$ cat src/rtl/fcap_pkg.sv
package fcap_pkg;
  typedef struct packed {
    logic ce_n;
    logic we_n;
    logic oe_n;
  } sram_ctl_t;
endpackage

$ cat src/rtl/fcap_edge_det.sv
module fcap_edge_det (
  input  logic clk,
  input  logic rst,
  input  logic sig,
  output logic rise,
  output logic fall
);
  logic prev_q;

  always_ff @(posedge clk) begin
    if (rst) prev_q <= 1'b0;
    else     prev_q <= sig;
  end

  assign rise = sig & ~prev_q;
  assign fall = ~sig & prev_q;
endmodule

$ cat src/rtl/fcap_field_seq.sv
module fcap_field_seq (
  input  logic clk,
  input  logic rst,
  input  logic arm,
  input  logic field_lvl,
  output logic started,
  output logic stopped
);
  logic prev_q, armed_q, start_q, stop_q;
  logic fedge;

  assign fedge = field_lvl & ~prev_q;

  always_ff @(posedge clk) begin
    if (rst) begin
      prev_q  <= 1'b0;
      armed_q <= 1'b0;
      start_q <= 1'b0;
      stop_q  <= 1'b0;
    end else begin
      prev_q <= field_lvl;
      if (arm) begin
        armed_q <= 1'b1;
        start_q <= 1'b0;
        stop_q  <= 1'b0;
      end else if (fedge) begin
        if (armed_q && !start_q)     start_q <= 1'b1;
        else if (start_q && !stop_q) stop_q  <= 1'b1;
      end
    end
  end

  assign started = start_q;
  assign stopped = stop_q;
endmodule

$ cat src/rtl/fcap_addr_ctr.sv
module fcap_addr_ctr #(
  parameter int ADDR_W = 19
) (
  input  logic              clk,
  input  logic              rst,
  input  logic              clr,
  input  logic              inc,
  output logic [ADDR_W-1:0] addr,
  output logic              at_max
);
  logic [ADDR_W-1:0] cnt_q;

  assign at_max = &cnt_q;

  always_ff @(posedge clk) begin
    if (rst || clr)         cnt_q <= '0;
    else if (inc && !at_max) cnt_q <= cnt_q + ADDR_W'(1);
  end

  assign addr = cnt_q;
endmodule

$ cat src/rtl/fcap_wr_strobe.sv
module fcap_wr_strobe #(
  parameter int WE_CYCLES = 3
) (
  input  logic clk,
  input  logic rst,
  input  logic start,
  output logic busy,
  output logic we
);
  localparam int CW = $clog2(WE_CYCLES + 2);
  logic [CW-1:0] cnt_q;
  logic          we_q;

  always_ff @(posedge clk) begin
    if (rst) begin
      cnt_q <= '0;
      we_q  <= 1'b0;
    end else if (start) begin
      cnt_q <= CW'(WE_CYCLES + 1);
      we_q  <= 1'b0;
    end else if (cnt_q != '0) begin
      cnt_q <= cnt_q - CW'(1);
      we_q  <= (cnt_q != CW'(1));
    end
  end

  assign busy = (cnt_q != '0);
  assign we   = we_q;
endmodule

$ cat src/rtl/fcap_top.sv
module fcap_top
  import fcap_pkg::*;
#(
  parameter int ADDR_W    = 19,
  parameter int DATA_W    = 8,
  parameter int WE_CYCLES = 3,
  parameter int RD_CYCLES = 3
) (
  input  logic              clk,
  input  logic              rst,
  input  logic              host_arm,
  input  logic              host_addr_clr,
  input  logic              host_rd,
  output logic [DATA_W-1:0] host_rd_data,
  output logic              host_rd_valid,
  output logic              cap_started,
  output logic              cap_done,
  output logic              cap_ovf,
  input  logic              vid_field,
  input  logic              vid_window,
  input  logic              vid_pclk,
  input  logic [DATA_W-1:0] adc_data,
  output logic              adc_convert,
  output logic [ADDR_W-1:0] sram_addr,
  output logic [DATA_W-1:0] sram_wdata,
  input  logic [DATA_W-1:0] sram_rdata,
  output logic              sram_ce_n,
  output logic              sram_we_n,
  output logic              sram_oe_n,
  output logic              bus_cap
);
  localparam int RC_W = $clog2(RD_CYCLES + 1);

  logic              started, stopped, active;
  logic              p_rise, p_fall;
  logic [ADDR_W-1:0] addr;
  logic              at_max;
  logic              wr_start, wr_busy, wr_we;
  logic              have_q, wrote_q, ovf_q, conv_q;
  logic [DATA_W-1:0] data_q, rd_data_q;
  logic [RC_W-1:0]   rd_cnt;
  logic              oe_q, rv_q;
  logic              smp_ok, cap_inc, rd_inc, rd_go, bus_own;
  sram_ctl_t         ctl;

  fcap_field_seq u_seq (
    .clk(clk), .rst(rst), .arm(host_arm), .field_lvl(vid_field),
    .started(started), .stopped(stopped)
  );

  fcap_edge_det u_pclk (
    .clk(clk), .rst(rst), .sig(vid_pclk), .rise(p_rise), .fall(p_fall)
  );

  fcap_addr_ctr #(.ADDR_W(ADDR_W)) u_addr (
    .clk(clk), .rst(rst), .clr(host_addr_clr), .inc(cap_inc | rd_inc),
    .addr(addr), .at_max(at_max)
  );

  fcap_wr_strobe #(.WE_CYCLES(WE_CYCLES)) u_wr (
    .clk(clk), .rst(rst), .start(wr_start), .busy(wr_busy), .we(wr_we)
  );

  assign active   = started & ~stopped;
  assign smp_ok   = active & vid_window & ~ovf_q;
  assign cap_inc  = p_rise & smp_ok & wrote_q & ~at_max;
  assign wr_start = p_fall & smp_ok & have_q & ~wr_busy;
  assign bus_own  = active | wr_busy;
  assign rd_go    = host_rd & ~bus_own & (rd_cnt == '0);
  assign rd_inc   = (rd_cnt == RC_W'(1));

  // capture engine: sample on rising pixel edge, commit on falling edge
  always_ff @(posedge clk) begin
    conv_q <= 1'b0;
    if (rst) begin
      have_q  <= 1'b0;
      wrote_q <= 1'b0;
      ovf_q   <= 1'b0;
      data_q  <= '0;
    end else begin
      if (p_rise && smp_ok) begin
        conv_q  <= 1'b1;
        data_q  <= adc_data;
        wrote_q <= 1'b0;
        if (wrote_q && at_max) ovf_q  <= 1'b1;
        else                   have_q <= 1'b1;
      end
      if (wr_start) begin
        have_q  <= 1'b0;
        wrote_q <= 1'b1;
      end
      if (host_addr_clr) begin
        have_q  <= 1'b0;
        wrote_q <= 1'b0;
        ovf_q   <= 1'b0;
      end
    end
  end

  // host read sequencer
  always_ff @(posedge clk) begin
    rv_q <= 1'b0;
    if (rst) begin
      rd_cnt    <= '0;
      oe_q      <= 1'b0;
      rd_data_q <= '0;
    end else if (rd_go) begin
      rd_cnt <= RC_W'(RD_CYCLES);
      oe_q   <= 1'b1;
    end else if (rd_cnt != '0) begin
      rd_cnt <= rd_cnt - RC_W'(1);
      if (rd_inc) begin
        oe_q      <= 1'b0;
        rd_data_q <= sram_rdata;
        rv_q      <= 1'b1;
      end
    end
  end

  assign ctl = '{ce_n: ~(wr_busy | oe_q), we_n: ~wr_we, oe_n: ~oe_q};

  assign sram_ce_n     = ctl.ce_n;
  assign sram_we_n     = ctl.we_n;
  assign sram_oe_n     = ctl.oe_n;
  assign sram_addr     = addr;
  assign sram_wdata    = data_q;
  assign bus_cap       = bus_own;
  assign adc_convert   = conv_q;
  assign cap_started   = started;
  assign cap_done      = stopped;
  assign cap_ovf       = ovf_q;
  assign host_rd_data  = rd_data_q;
  assign host_rd_valid = rv_q;
endmodule

$ cat config.mk
export PLATFORM = sky130hd
export DESIGN_NAME = fcap_top
export DESIGN_NICKNAME = d
export VERILOG_FILES = /design/src/rtl/fcap_pkg.sv /design/src/rtl/fcap_edge_det.sv /design/src/rtl/fcap_field_seq.sv /design/src/rtl/fcap_addr_ctr.sv /design/src/rtl/fcap_wr_strobe.sv /design/src/rtl/fcap_top.sv
export SDC_FILE = /design/constraint.sdc
export NUM_CORES = 1
export LEC_CHECK = 0
export BUFFER_PORTS_ARGS = -buffer_cell sky130_fd_sc_hd__clkbuf_2
export CAP_MARGIN = 10
export CELL_PAD_IN_SITES_DETAIL_PLACEMENT = 1
export CELL_PAD_IN_SITES_GLOBAL_PLACEMENT = 2
export CORE_ASPECT_RATIO = 1.2
export CORE_MARGIN = 4
export CORE_UTILIZATION = 27
export DETAILED_ROUTE_END_ITERATION = 10
export PLACE_DENSITY_LB_ADDON = 0.1
export SYNTH_ARGS = -nofsm -noshare
export SYNTH_HDL_FRONTEND = slang
export SYNTH_SLANG_ARGS = --single-unit
$ cat constraint.sdc
create_clock -name clk -period 1.7 [get_ports clk]
set_input_delay 0.34 -clock clk [delete_from_list [all_inputs] [get_ports clk]]
set_output_delay 0.34 -clock clk [all_outputs]
set_load 0.02 [all_outputs]
Yosys cells after proc, flatten, opt, wreduce, memory -nomap -nowiden
Cells that the tools add are included.

cells by class
  $add $sub $neg = 3
  equal/unequal tests = 2
  multiplexer cells = 11
  bitwise gates (word level) = 32
  reduce and logical (&&, ||, !) cells = 28

operator list
  kind                     count
  $add A19 B1 Y19 const B  1
  $reduce_and A19 Y1       1
  $not A1 Y1               15
  $and A1 B1 Y1            14
  $reduce_bool A2 Y1       5
  $reduce_and A2 Y1        4
  $mux W1                  7
  $mux W3                  2
  $reduce_and A3 Y1        2
  $reduce_or A2 Y1         3
  $reduce_or A3 Y1         2
  $logic_and A1 B1 Y1      5
  $mux W2                  2
  $logic_not A1 Y1         3
  $ne A3 B1 Y1 const B     1
  $or A1 B1 Y1             3
  $reduce_bool A3 Y1       1
  $sub A3 B1 Y3 const B    1
  $eq A2 B1 Y1 const B     1
  $logic_not A2 Y1         1
  $sub A2 B1 Y2 const B    1
  $logic_or A1 B1 Y1       1

word-level totals
  register bits after elaboration = 52
  bits of input ports = 24
  output and inout bits = 44
  word-level logic and storage cells = 94

Logic depth before layout (Yosys ltp)
  depth in word-level cells = 9
  gate-level depth with buffers = 9
  mapped depth without buffers = 7

Modules after synthesis
From an unflattened synthesis, not the netlist that was laid out.

unflattened totals
  cells, all modules = 260
  area, all modules = 2396.0 um2

by module, submodules not included
  module          times used  cells an instance  area an instance (um2)  sequential area each (um2)
  fcap_top        1           105                1027.2                  480.5
  fcap_addr_ctr   1           116                970.9                   380.4
  fcap_wr_strobe  1           23                 229.0                   80.1
  fcap_field_seq  1           12                 130.1                   80.1
  fcap_edge_det   1           4                  38.8                    20.0

Worst setup path before layout
OpenSTA, ideal clock, no wires.

  kind = register to register
  from = register u_addr.cnt_q[0], in the netlist u_addr.addr[0]
  to = register u_addr.cnt_q[16], in the netlist u_addr.addr[16]
  library setup time = 0.070 ns
  arrival time = 1.845 ns
  data required time = 1.630 ns
  path slack = -0.215 ns
  stages on the path, launching flop included = 7
  buffers on the path = 0
  clock period less this slack = 1.915 ns
  path through = dfxtp_1 -> ha_1 -> nand3_1 -> nand2b_2 -> or2b_1 -> or4_1 -> a21oi_1

on the way
  word-level cells in the longest chain between the ends = 5
  elaborated cells on any way between the ends = 7
  classes of those cells = add/sub (1); bitwise (3); reduce/logical (3)

RTL lines
  item                                                                     line                 source
  start: declaration                                                       fcap_addr_ctr.sv:11  logic [ADDR_W-1:0] cnt_q;
  start signal: assignment                                                 fcap_addr_ctr.sv:17  else if (inc && !at_max) cnt_q <= cnt_q + ADDR_W'(1);
  parallel branches: the longest is 5 deep, another holds $add A19 B1 Y19  n/a

Several ways; the timed one is not identified.
A chain may end at the register's enable or synchronous reset.

Worst setup path in the final report
  from = register ovf_q, in the netlist cap_ovf
  to = register u_addr.cnt_q[16], in the netlist u_addr.addr[16]

on the way
  word-level cells in the longest chain between the ends = 7

RTL lines
  item                        line                 source
  start: declaration          fcap_top.sv:39       logic have_q, wrote_q, ovf_q, conv_q;
  start signal: assignment    fcap_top.sv:78       ovf_q <= 1'b0;
  start signal: assignment    fcap_top.sv:85       if (wrote_q && at_max) ovf_q <= 1'b1;
  start signal: assignment    fcap_top.sv:95       ovf_q <= 1'b0;
  $not A1 Y1                  fcap_top.sv:65       assign smp_ok = active & vid_window & ~ovf_q;
  $and A1 B1 Y1               fcap_top.sv:65
  $and A1 B1 Y1 (3 in a row)  fcap_top.sv:66       assign cap_inc = p_rise & smp_ok & wrote_q & ~at_max;
  $or A1 B1 Y1                fcap_top.sv:56       .clk(clk), .rst(rst), .clr(host_addr_clr), .inc(cap_inc | rd_inc),
  $logic_and A1 B1 Y1         fcap_addr_ctr.sv:17

No other way between the ends.

==> impl_metrics.py <==
metrics = {
    "outcome": {
        "status": "finished with violations",
        "violations": "negative setup slack",
    },
    "floorplan": {
        "die_area_um2": 9940,
        "dieHeight_um": 108,
        "fp-row-count": 36,
        "coreArea_um2": 8150,
        "initial_core_util_pct": 27.8,
        "die_x_um": 91.7,
        "ios": 68,
    },
    "job": {
        "drv_cap": 0,
    },
    "logic_synthesis": {
        "ys_types": 43,
        "yosys_warnings": 0,
        "syn_avg_cell_area_um2": 9.22,
        "synth_area_um2": 2270,
        "ys_seq_elements": 52,
        "synth_seq_area_share_pct": 45.9,
        "synth-edff-count": 0,
        "synth_fp_nets": 276,
        "ys.flop_type": "dfxtp_1",
        "synthArstFlopShare_pct": 0,
        "synthCells": 246,
    },
    "min_path": {
        "hp-class": "in2reg",
    },
    "timing": {
        "rsz0062_at_grt": "yes",
        "final-hold-violation-count": 0,
        "fin_crit_ps": 1750,
        "slew_viol_final": 0,
        "setup_viol": 2,
        "max_slew_margin_pct": 75.8,
        "timing.final.crit_share_pct": 103,
        "fin_worst_skew_ps": 7.86,
        "fmax_mhz": 573,
        "tightest_slew_ps": 360,
        "worst_slack_ps": -46.6,
    },
    "setup_path": {
        "start_kind": "flop",
        "path_class": "reg2reg",
        "cp.arrival_ps": 2000,
        "cp_max_fo": 6,
        "rrSetupSlack_ps": -50,
        "crit_path_end_kind": "flop",
        "crit_required_ps": 1950,
    },
    "route": {
        "dr.pass1.iters": 4,
        "drc": 0,
        "num_vias": 2195,
        "avgRoutedWirePerCell_um": 14.1,
        "ant_nets": 0,
        "drt_iter0_markers": 18,
        "drt-total-wl_mm": 6.65,
        "viasPerCell": 4.67,
    },
    "finish": {
        "utilization_pct": 40.9,
        "syn2layout_area_growth_pct": 47.2,
        "fin_nets": 385,
        "stdcell_count": 470,
        "final_common_cell": "clkbuf_2",
        "n_antenna_cell": 0,
        "layout_common_cells": "clkbuf_2, buf_4, nor2_1, dfxtp_1, mux2i_1",
        "drive_above_1_share_pct": 44.7,
    },
    "grt": {
        "grt_remaining_overflow": 0,
        "antenna_found_initial": 0,
        "grt_max_degree": 29,
        "grt_usage_pct": 13.7,
        "grt_pass1_wl_mm": 10.8,
        "grt_pass1_vias": 2300,
    },
    "clock_network": {
        "cts_max_level": 2,
        "cts_buffer_depth": 2,
        "cts_tree": "built",
        "cts_made_buffers": 5,
        "clk_latency_ps": 310,
        "clock-sinks": 52,
        "clk_pin_slew_ps": 100,
        "clockRootBuffer": "clkbuf_8",
        "cts_hold_buf": 0,
    },
    "placement": {
        "place_hpwl_mm": 4.84,
        "gp_congestion": 0.706,
        "port_buffers": 67,
        "dp_cells": 450,
    },
    "power_and_ir_drop": {
        "powerDensity_nw_per_um2": 1210,
        "leakage_nw": 1.49,
        "peakVddDrop_mv": 0.641,
    },
}
## timing repair
action                     4_1_cts  5_1_grt
setup endpoints to repair        6       19
pin swaps                        5       19
setup buffers                    3        7
gates cloned                     2        0
resized for setup               14       18
## kinds of logic after synthesis
kind of cell | Yosys count | synth area share (%)
buf+inv | 20 | 4.41
flops | 52 | 45.9
mux | 19 | 8.38
compound gates | 39 | 11.8
simple gates | 104 | 23.9
fa+ha+maj | 6 | 3.31
xor+xnor | 6 | 2.32
## per-stage QoR
stage | setup TNS, ps | cell area [µm²] | hold slack [ps] | power (mW) | setup slack (ps)
global route | -684 | 3340 | 214 | 4.29 | -114
CTS | -86.3 | 3230 | 208 | 3.96 | -44.3
finish | -78.1 | 3340 | 219 | 4.04 | -46.6
floorplan | -10.0 | 2310 | 412 | 2.25 | -3.83
global placement | -155 | 2990 | 447 | 2.61 | -79.8
detailed placement | -360 | 2990 | 450 | 2.63 | -110
## cell type report
class                   count  area (µm²)
fillers                   979        4810
multi-input cells         176        1230
flip-flops and latches     52        1070
repair buffers            112         721
well taps                 114         143
clock buffers               7         119
clock inverters             1        30.0
inverters                   8        30.0
## sequential cells by signal, summed over array words and instances (netlist names)
| name | cells |
|---|---|
| adc_convert | 1 |
| cap_ovf | 1 |
| have_q | 1 |
| host_rd_data | 8 |
| host_rd_valid | 1 |
| oe_q | 1 |
| rd_cnt | 2 |
| sram_wdata | 8 |
| u_addr.addr | 19 |
| u_pclk.prev_q | 1 |
| u_seq.armed_q | 1 |
| u_seq.prev_q | 1 |
| u_seq.started | 1 |
| u_seq.stopped | 1 |
| u_wr.cnt_q | 3 |
| u_wr.we | 1 |
| wrote_q | 1 |
## worst paths after layout
check                           startpoint              end  cells past startpoint
worst max-delay path               cap_ovf  u_addr.addr[16]                      5
worst min-delay path              host_arm    u_seq.stopped                      2
worst max register to register     cap_ovf  u_addr.addr[16]                      5
worst min register to register        oe_q             oe_q                      2
## layer usage
metal	global-route usage, %	wire [µm]
met2	26.4	3610
met3	3.27	305
met1	14.5	2650
met4	4.20	76
met5	0	0
## where the power goes
group	switching [mW]	internal, mW	total, mW
sequential	0.0770	1.35	1.43
clock	0.450	0.619	1.07
combinational	0.778	0.768	1.55
total	1.31	2.74	4.04
## cell usage after synthesis, types with 2 or more instances
library cell	instances	area, µm²
or3_1	6	37.5
nor2b_1	5	31.3
a21oi_1	16	80.1
buf_1	3	11.3
nand3_1	9	45.0
nand2_1	16	60.1
clkbuf_1	3	11.3
nand2b_1	2	12.5
buf_6	2	22.5
o211ai_1	2	15.0
xnor2_1	5	43.8
nor2_1	38	143
dfxtp_1	52	1040
or4_1	5	37.5
nor3_1	3	15.0
o31ai_1	4	30.0
ha_1	6	75.1
a211oi_1	4	30.0
buf_4	2	15.0
mux2i_1	19	190
o21ai_0	7	35.0
buf_2	2	10.0
nand4_1	6	37.5
and4bb_2	2	25.0
inv_1	8	30.0
and3_1	2	12.5
## worst max-delay path, cell delays in order, from the launching register on
cell	delay, ps
dfxtp_2	330
and4bb_2	330
a41oi_4	170
a21o_4	250
or4_4	480
a21oi_2	130
No activity file was read; power rests on OpenSTA's default activity.
